[config.mk]
export PLATFORM = sky130hd
export DESIGN_NAME = tag_pack_unit
export DESIGN_NICKNAME = d
export VERILOG_FILES = /design/src/rtl/tpu_pkg.sv /design/src/rtl/tpu_addr_map.sv /design/src/rtl/tpu_nib_merge.sv /design/src/rtl/tag_pack_unit.sv
export SDC_FILE = /design/constraint.sdc
export NUM_CORES = 1
export LEC_CHECK = 0
export ABC_AREA = 1
export BUFFER_PORTS_ARGS = -buffer_cell sky130_fd_sc_hd__clkbuf_2
export CAP_MARGIN = 15
export CORE_ASPECT_RATIO = 0.9
export CORE_MARGIN = 10
export CORE_UTILIZATION = 40
export DETAILED_ROUTE_END_ITERATION = 8
export MAX_ROUTING_LAYER = met4
export PLACE_DENSITY = 0.7
export SYNTH_ARGS = -nofsm -noshare
export SYNTH_HDL_FRONTEND = slang
export SYNTH_SLANG_ARGS = --single-unit
[constraint.sdc]
create_clock -name clk_i -period 3.9 [get_ports clk_i]
set_input_delay 0.39 -clock clk_i [delete_from_list [all_inputs] [get_ports clk_i]]
set_output_delay 0.39 -clock clk_i [all_outputs]
set_load 0.005 [all_outputs]
[src/rtl/tpu_pkg.sv]
package tpu_pkg;
  localparam int GRAN_LOG   = 4;  // 16-byte granule
  localparam int PAIR_LOG   = 5;  // two granules per tag byte
  localparam int TAG_W      = 4;

  typedef enum logic [2:0] {
    OP_LD1  = 3'd0,
    OP_ST1  = 3'd1,
    OP_ST2  = 3'd2,
    OP_LDB  = 3'd3,
    OP_STB  = 3'd4,
    OP_FILL = 3'd5
  } op_e;

  typedef enum logic [2:0] {
    S_IDLE,
    S_RD,
    S_MOD,
    S_WSEQ,
    S_RSEQ
  } state_e;
endpackage

[src/rtl/tpu_addr_map.sv]
module tpu_addr_map
  import tpu_pkg::*;
#(
  parameter int ADDR_W = 16,
  parameter int BULK_N = 8,
  parameter int FILL_N = 4,
  localparam int TAG_AW = ADDR_W - PAIR_LOG
) (
  input  logic [ADDR_W-1:0] addr_i,
  output logic [TAG_AW-1:0] byte_idx_o,
  output logic              hi_o,
  output logic              aligned_o,
  output logic [TAG_AW-1:0] bulk_base_o,
  output logic [TAG_AW-1:0] fill_base_o
);
  localparam logic [TAG_AW-1:0] BULK_MASK = ~TAG_AW'(BULK_N - 1);
  localparam logic [TAG_AW-1:0] FILL_MASK = ~TAG_AW'(FILL_N - 1);

  assign byte_idx_o  = addr_i[ADDR_W-1:PAIR_LOG];
  assign hi_o        = addr_i[GRAN_LOG];
  assign aligned_o   = (addr_i[GRAN_LOG-1:0] == '0);
  assign bulk_base_o = byte_idx_o & BULK_MASK;
  assign fill_base_o = byte_idx_o & FILL_MASK;
endmodule

[src/rtl/tpu_nib_merge.sv]
module tpu_nib_merge
  import tpu_pkg::*;
(
  input  logic [7:0]       byte_i,
  input  logic [TAG_W-1:0] tag_i,
  input  logic             hi_i,
  output logic [7:0]       byte_o,
  output logic [TAG_W-1:0] nib_o
);
  assign nib_o  = hi_i ? byte_i[7:4] : byte_i[3:0];
  assign byte_o = hi_i ? {tag_i, byte_i[3:0]} : {byte_i[7:4], tag_i};
endmodule

[src/rtl/tag_pack_unit.sv]
module tag_pack_unit
  import tpu_pkg::*;
#(
  parameter int ADDR_W   = 16,
  parameter int DATA_W   = 64,
  parameter int FILL_SEL = 5,
  parameter int TAG_LSB  = 56
) (
  input  logic              clk_i,
  input  logic              rst_ni,
  input  logic              cmd_valid_i,
  input  logic [2:0]        cmd_op_i,
  input  logic [ADDR_W-1:0] cmd_addr_i,
  input  logic [3:0]        cmd_tag_i,
  input  logic [DATA_W-1:0] cmd_data_i,
  output logic              ready_o,
  output logic              done_o,
  output logic              fault_o,
  output logic [DATA_W-1:0] rdata_o,
  output logic              mem_en_o,
  output logic              mem_we_o,
  output logic [ADDR_W-6:0] mem_addr_o,
  output logic [7:0]        mem_wdata_o,
  input  logic [7:0]        mem_rdata_i
);
  localparam int TAG_AW = ADDR_W - PAIR_LOG;
  localparam int BULK_N = DATA_W / 8;
  localparam int FILL_N = (1 << (FILL_SEL + 2)) >> PAIR_LOG;
  localparam int MAX_N  = (FILL_N > BULK_N) ? FILL_N : BULK_N;
  localparam int CW     = $clog2(MAX_N + 1);

  state_e            state_q;
  op_e               op_q;
  logic [TAG_AW-1:0] base_q;
  logic              hi_q;
  logic [TAG_W-1:0]  tag_q;
  logic [DATA_W-1:0] data_q, rdata_q, ld_word;
  logic [CW-1:0]     cnt_q, last_q;
  logic              done_q, fault_q;

  logic [TAG_AW-1:0] byte_idx, bulk_base, fill_base;
  logic              addr_hi, addr_al;
  logic [7:0]        merged;
  logic [TAG_W-1:0]  nib;

  tpu_addr_map #(.ADDR_W(ADDR_W), .BULK_N(BULK_N), .FILL_N(FILL_N)) u_map (
    .addr_i      (cmd_addr_i),
    .byte_idx_o  (byte_idx),
    .hi_o        (addr_hi),
    .aligned_o   (addr_al),
    .bulk_base_o (bulk_base),
    .fill_base_o (fill_base)
  );

  // second byte of a straddling double store flips to the low nibble
  tpu_nib_merge u_merge (
    .byte_i (mem_rdata_i),
    .tag_i  (tag_q),
    .hi_i   (hi_q ^ cnt_q[0]),
    .byte_o (merged),
    .nib_o  (nib)
  );

  always_comb begin
    ld_word = data_q;
    ld_word[TAG_LSB +: TAG_W] = nib;
  end

  always_ff @(posedge clk_i or negedge rst_ni) begin
    if (!rst_ni) begin
      state_q <= S_IDLE;
      op_q    <= OP_LD1;
      base_q  <= '0;
      hi_q    <= 1'b0;
      tag_q   <= '0;
      data_q  <= '0;
      rdata_q <= '0;
      cnt_q   <= '0;
      last_q  <= '0;
      done_q  <= 1'b0;
      fault_q <= 1'b0;
    end else begin
      done_q  <= 1'b0;
      fault_q <= 1'b0;
      unique case (state_q)
        S_IDLE: if (cmd_valid_i && cmd_op_i <= 3'(OP_FILL)) begin
          op_q   <= op_e'(cmd_op_i);
          tag_q  <= cmd_tag_i;
          data_q <= cmd_data_i;
          hi_q   <= addr_hi;
          cnt_q  <= '0;
          last_q <= '0;
          base_q <= byte_idx;
          case (op_e'(cmd_op_i))
            OP_LD1: state_q <= S_RD;
            OP_ST1, OP_ST2: begin
              if (!addr_al) begin
                done_q  <= 1'b1;
                fault_q <= 1'b1;
              end else if (cmd_op_i == 3'(OP_ST2) && addr_hi) begin
                last_q  <= CW'(1);
                state_q <= S_RD;
              end else if (cmd_op_i == 3'(OP_ST2)) begin
                state_q <= S_WSEQ;
              end else begin
                state_q <= S_RD;
              end
            end
            OP_LDB: begin
              base_q  <= bulk_base;
              state_q <= S_RSEQ;
            end
            OP_STB: begin
              base_q  <= bulk_base;
              last_q  <= CW'(BULK_N - 1);
              state_q <= S_WSEQ;
            end
            default: begin
              base_q  <= fill_base;
              last_q  <= CW'(FILL_N - 1);
              state_q <= S_WSEQ;
            end
          endcase
        end
        S_RD: state_q <= S_MOD;
        S_MOD: begin
          if (op_q == OP_LD1) begin
            rdata_q <= ld_word;
            done_q  <= 1'b1;
            state_q <= S_IDLE;
          end else if (cnt_q == last_q) begin
            done_q  <= 1'b1;
            state_q <= S_IDLE;
          end else begin
            cnt_q   <= cnt_q + 1'b1;
            state_q <= S_RD;
          end
        end
        S_WSEQ: begin
          data_q <= data_q >> 8;
          if (cnt_q == last_q) begin
            done_q  <= 1'b1;
            state_q <= S_IDLE;
          end else begin
            cnt_q <= cnt_q + 1'b1;
          end
        end
        S_RSEQ: begin
          if (cnt_q != '0) rdata_q <= {mem_rdata_i, rdata_q[DATA_W-1:8]};
          if (cnt_q == CW'(BULK_N)) begin
            done_q  <= 1'b1;
            state_q <= S_IDLE;
          end else begin
            cnt_q <= cnt_q + 1'b1;
          end
        end
        default: state_q <= S_IDLE;
      endcase
    end
  end

  always_comb begin
    mem_en_o    = 1'b0;
    mem_we_o    = 1'b0;
    mem_wdata_o = {tag_q, tag_q};
    unique case (state_q)
      S_RD:   mem_en_o = 1'b1;
      S_MOD: begin
        mem_en_o    = (op_q != OP_LD1);
        mem_we_o    = (op_q != OP_LD1);
        mem_wdata_o = merged;
      end
      S_WSEQ: begin
        mem_en_o = 1'b1;
        mem_we_o = 1'b1;
        if (op_q == OP_STB) mem_wdata_o = data_q[7:0];
      end
      S_RSEQ: mem_en_o = (cnt_q < CW'(BULK_N));
      default: ;
    endcase
  end

  assign mem_addr_o = base_q + TAG_AW'(cnt_q);
  assign ready_o    = (state_q == S_IDLE);
  assign done_o     = done_q;
  assign fault_o    = fault_q;
  assign rdata_o    = rdata_q;
endmodule

**Word level (Yosys, flattened, before mapping)**

Cells that the tools add are included.

- $lt $le $gt $ge: 2
- Div/mod/pow operators: 0
- Shift operators: 0
- Multipliers: 0
- Bitwise gates (word level): 1
- $add $sub $neg: 2
- Equality and inequality tests: 19
- Reductions and logical operators: 21
- Muxes and demuxes: 38

Operators with widths:

| kind | count |
|---|---|
| $pmux W64 S2 | 2 |
| $mux W64 | 3 |
| $mux W4 | 5 |
| $pmux W3 S3 | 2 |
| $mux W8 | 2 |
| $pmux W4 S4 | 1 |
| $pmux W8 S2 | 1 |
| $pmux W3 S5 | 1 |
| $eq A3 B2 Y1 const B | 4 |
| $mux W3 | 4 |
| $ne A2 B2 Y1 const B | 6 |
| $add A11 B4 Y11 | 1 |
| $mux W1 | 11 |
| $eq A3 B3 Y1 const B | 3 |
| $logic_not A3 Y1 | 3 |
| $reduce_and A4 Y1 | 2 |
| $reduce_bool A4 Y1 | 2 |
| $reduce_or A2 Y1 | 4 |
| $eq A3 B1 Y1 const B | 2 |
| $pmux W3 S2 | 1 |
| $add A4 B1 Y4 const B | 1 |
| $eq A4 B4 Y1 | 1 |
| $eq A4 B4 Y1 const B | 1 |
| $logic_not A4 Y1 | 1 |
| 15 further kinds | 19 |

- RAM bits: 0
- Bits in latches: 0
- Memory bits (read-only): 0
- Memories: 0
- Logic and storage cells: 94
- Flip-flop bits (word level): 160
- Bits of input ports: 98

**Depth between registers and ports, before layout**

- Word-level depth: 7
- Depth in mapped cells: 10
- Gate-level depth less buffers: 10

**By module**

From an unflattened synthesis, not the netlist that was laid out.

- Cells, all modules: 1288
- Area, all modules: 9111.2 sq um

By module, submodules not included:

| module | times used | seq. area each (sq um) | cells each | area each (sq um) |
|---|---|---|---|---|
| tag_pack_unit | 1 | 3978.8 | 1207 | 8668.3 |
| tpu_addr_map | 1 | 0.0 | 42 | 285.3 |
| tpu_nib_merge | 1 | 0.0 | 39 | 157.7 |

**Worst setup path before layout**

OpenSTA, ideal clock, no wires.

- Kind: register to output
- Start point: register cnt_q[0]
- End point: output mem_addr_o[10]
- Path slack: 1864 ps
- Stages on the path, launching flop included: 8
- Arrival: 1646 ps
- Data required time: 3510 ps
- Cell sequence: dfrtp_1 > ha_1 > inv_1 > fa_1 > nand3b_1 > nand2_1 > nand4_1 > xor2_1

- Longest elaborated chain between the ends: 1

RTL lines:

| what | line | RTL |
|---|---|---|
| start, declared | tag_pack_unit.sv:38 | `logic [CW-1:0] cnt_q, last_q;` |
| start signal, assigned | tag_pack_unit.sv:135 | `cnt_q <= cnt_q + 1'b1;` |
| start signal, assigned | tag_pack_unit.sv:145 | `cnt_q <= cnt_q + 1'b1;` |
| start signal, assigned | tag_pack_unit.sv:154 | `cnt_q <= cnt_q + 1'b1;` |
| $add A11 B4 Y11 | tag_pack_unit.sv:183 | `assign mem_addr_o = base_q + TAG_AW'(cnt_q);` |
| end, declared | tag_pack_unit.sv:22 | `output logic [ADDR_W-6:0] mem_addr_o,` |

No other way between the ends.

**Worst setup path after layout**

- Start point: register cnt_q[0]
- End point: output mem_addr_o[8]

Same word-level chain as after synthesis.

==> impl_metrics.env <==
export IMPL_drive_above_1_share_pct=18.8
export IMPL_hold_viol=0
export IMPL_cap_violations=0
export IMPL_grt_max_degree=129
export IMPL_drcViolationCount=0
export IMPL_worst_setup_path_start_kind="register"
export IMPL_grt_pass1_vias=7307
export IMPL_drt_pass1_iterations=4
export IMPL_dieHeight_um=156
export IMPL_htree_levels=4
export IMPL_relSlewSlack_pct=40.3
export IMPL_yosysSeqAreaShare_pct=48.1
export IMPL_die_area_sq_um=26800
export IMPL_syn_avg_cell_area_sq_um=7.48
export IMPL_cts_made_buffers=17
export IMPL_cpMaxStageDelayCell="dfrtp_1"
export IMPL_synth_area_leader_cell="dfrtp_1"
export IMPL_viasPerCell=4.98
export IMPL_finalWirelength_mm=24.6
export IMPL_crit_fanout=9
export IMPL_finalSetupViolations=0
export IMPL_critPathRequiredTime_ns=3.51
export IMPL_clk_latency_ns=0.43
export IMPL_grt_setup_unrepaired="no"
export IMPL_pin_count=186
export IMPL_grt_pass1_wl_mm=38.8
export IMPL_track_usage_pct=18.9
export IMPL_worstPathArrival_ns=2.41
export IMPL_ir_drop_mv=0.319
export IMPL_clockPowerShare_pct=22.8
export IMPL_finalSetupTns_ns=0
export IMPL_p_leak_nw=5.11
export IMPL_worstSetupPathType="register to primary output"
export IMPL_syn_area_sq_um=8270
export IMPL_synth_top_area_share_pct=48.1
export IMPL_period_minus_slack_ns=2.80
export IMPL_postRouteAntennaNets=0
export IMPL_whs_ns=0.0504
export IMPL_cts_setup_buffers=0
export IMPL_cts_clk_slew_worst_paths_ns=0.07
export IMPL_synth_top_cells_by_area="dfrtp_1 48%, nand2_1 15%, o21ai_1 9.1%, inv_1 7.6%, o21ai_0 5.7%"
export IMPL_fmax_ghz=0.357
export IMPL_netSwitchingFraction_pct=40.7
export IMPL_synthesis_nets=1211
export IMPL_dieWidth_um=172
export IMPL_worst_pin_slew_ns=0.896
export IMPL_outcome="finished, final reports clean"
export IMPL_syn2layout_area_growth_pct=20.6
export IMPL_slew_violations=0
export IMPL_num_vias=7592
export IMPL_cts_resized=0
export IMPL_tritoncts="yes"
export IMPL_pwr_share_comb_pct=41.2
export IMPL_layout_common_cells="335 x nand2_1, 184 x clkbuf_2, 167 x inv_1"
export IMPL_path_cells="ha_1 -> inv_1 -> fa_1 -> nand3b_1 -> nand2_1 -> nand4_1 -> xor2_1 -> clkbuf_2"
export IMPL_initial_core_util_pct=41.0
export IMPL_cts_hold_buf=0
export IMPL_numPortBuffers=185
export IMPL_syn_inst=1106
export IMPL_fin_nets=1362
export IMPL_setup_worst_path_end_class="primary output"
export IMPL_final_common_cell="nand2_1"
export IMPL_ys_seq_elements=159
export IMPL_cts_num_sinks=159
export IMPL_fin_crit_sh_pct=71.9
export IMPL_finClkSkew_ns=0.0141
export IMPL_cpPeakStageDelay_ns=0.54
export IMPL_cts_root_buf="clkbuf_16"
export IMPL_antenna_found_initial=1
export IMPL_ys_warn_count=0
export IMPL_drt_iter0_drc=529
export IMPL_clockBufferDepth=2
export IMPL_internal_power_mw=4.72
export IMPL_core_area_sq_um=20200
export IMPL_ys_types=26
export IMPL_wl_per_cell_um=16.1
export IMPL_gp_congestion=0.962
export IMPL_rows=49
export IMPL_p_seq_share_pct=36.0
export IMPL_grt_overflow=0
export IMPL_hold_class="input pin to async pin"
export IMPL_hpwlAfterDp_mm=18.1
export IMPL_p_per_area_nw_per_um2=798
export IMPL_power_switching_mw=3.24
## layer usage
layer  track usage (%)  routed length [um]  up-vias
met1              25.4               11400     3498
li1                  -                   -     3818
met5                 -                   0        -
met2              28.3               11100      244
met4              5.25                 422        0
met3              3.80                1650       32
## synthesized netlist by cell type
master	n
nor2_1	29
clkbuf_1	16
nand4_1	8
buf_4	11
nand3_1	21
inv_2	5
nor3_1	2
o211ai_1	37
clkbuf_4	1
fa_1	1
dfrtp_1	159
o21ai_0	94
nand2_2	3
xnor2_1	3
o31ai_2	1
xor2_1	6
o21ai_1	151
nand3b_1	1
nor2_2	2
a21oi_1	7
inv_1	167
ha_1	6
buf_2	35
a31oi_1	2
nand2_1	337
o221ai_1	1
## power groups by stage
stage / clock network, mW / registers, mW / logic, mW
finish: 1.82 / 2.87 / 3.28
global route: 1.91 / 2.96 / 3.76
CTS: 1.84 / 2.87 / 3.32
detailed placement: 0 / 2.89 / 3.30
global placement: 0 / 2.88 / 3.24
floorplan: 0 / 2.79 / 2.15
## registers in the layout, indices dropped and copies added, names as in the netlist, 3 cells and up
name / count
tag_q: 4
cnt_q: 4
base_q: 11
state_q: 3
op_q: 3
rdata_o: 64
last_q: 3
data_q: 64
## logic make-up after synthesis
family | after synthesis | share of synthesized area [%]
DFF | 159 | 48.1
buffers and inverters | 235 | 11.7
and+or+nand+nor | 403 | 19.1
AOI/OAI and AO/OA | 293 | 19.0
adders and majority gates | 7 | 1.15
xor gates and xnor gates | 9 | 0.953
## final cells by class
class	instances	area, sq um
repair buffers	195	1040
inverters	172	646
diodes	1	2.50
multi-input cells	712	3350
clock inverters	9	155
flip-flops and latches	159	3980
well taps	255	319
clock buffers	22	484
fillers	1994	10200
## worst paths after layout
kind                                 from            end  slack (ns)  cells past startpoint
max in group asynchronous          rst_ni    rdata_o[50]        2.97                      2
max reg2reg                    state_q[2]     data_q[12]        1.58                      7
min reg2reg                     base_q[3]      base_q[3]        0.49                      2
min                                rst_ni     base_q[10]        0.05                      1
min in group clk_i         cmd_addr_i[11]      base_q[6]        0.16                      3
max                              cnt_q[0]  mem_addr_o[8]        1.10                      8
## critical path, delay by kind of cell, from the launching register on
| kind | cells | cell delay [ns] |
|---|---|---|
| XOR/XNOR | 1 | 0.15 |
| adder cells (fa/ha/maj) | 2 | 0.65 |
| AND/OR/NAND/NOR | 3 | 0.45 |
| buffers and inverters | 2 | 0.19 |
| flip-flops | 1 | 0.54 |
## through the flow
stage          setup slack, ns  utilization [%]  area (sq um)  cells  power, mW
2_1_floorplan             1.86                -          8270   1106       4.94
3_3_place_gp              1.60             46.3          9340   1493       6.11
3_5_place_dp              1.58             46.3          9340   1493       6.18
4_1_cts                   1.10             49.5          9980   1524       8.03
5_1_grt                  0.941             49.5          9980   1525       8.63
6_report                  1.10             49.5          9980   1525       7.97
Power figures use the tool's default switching activity.
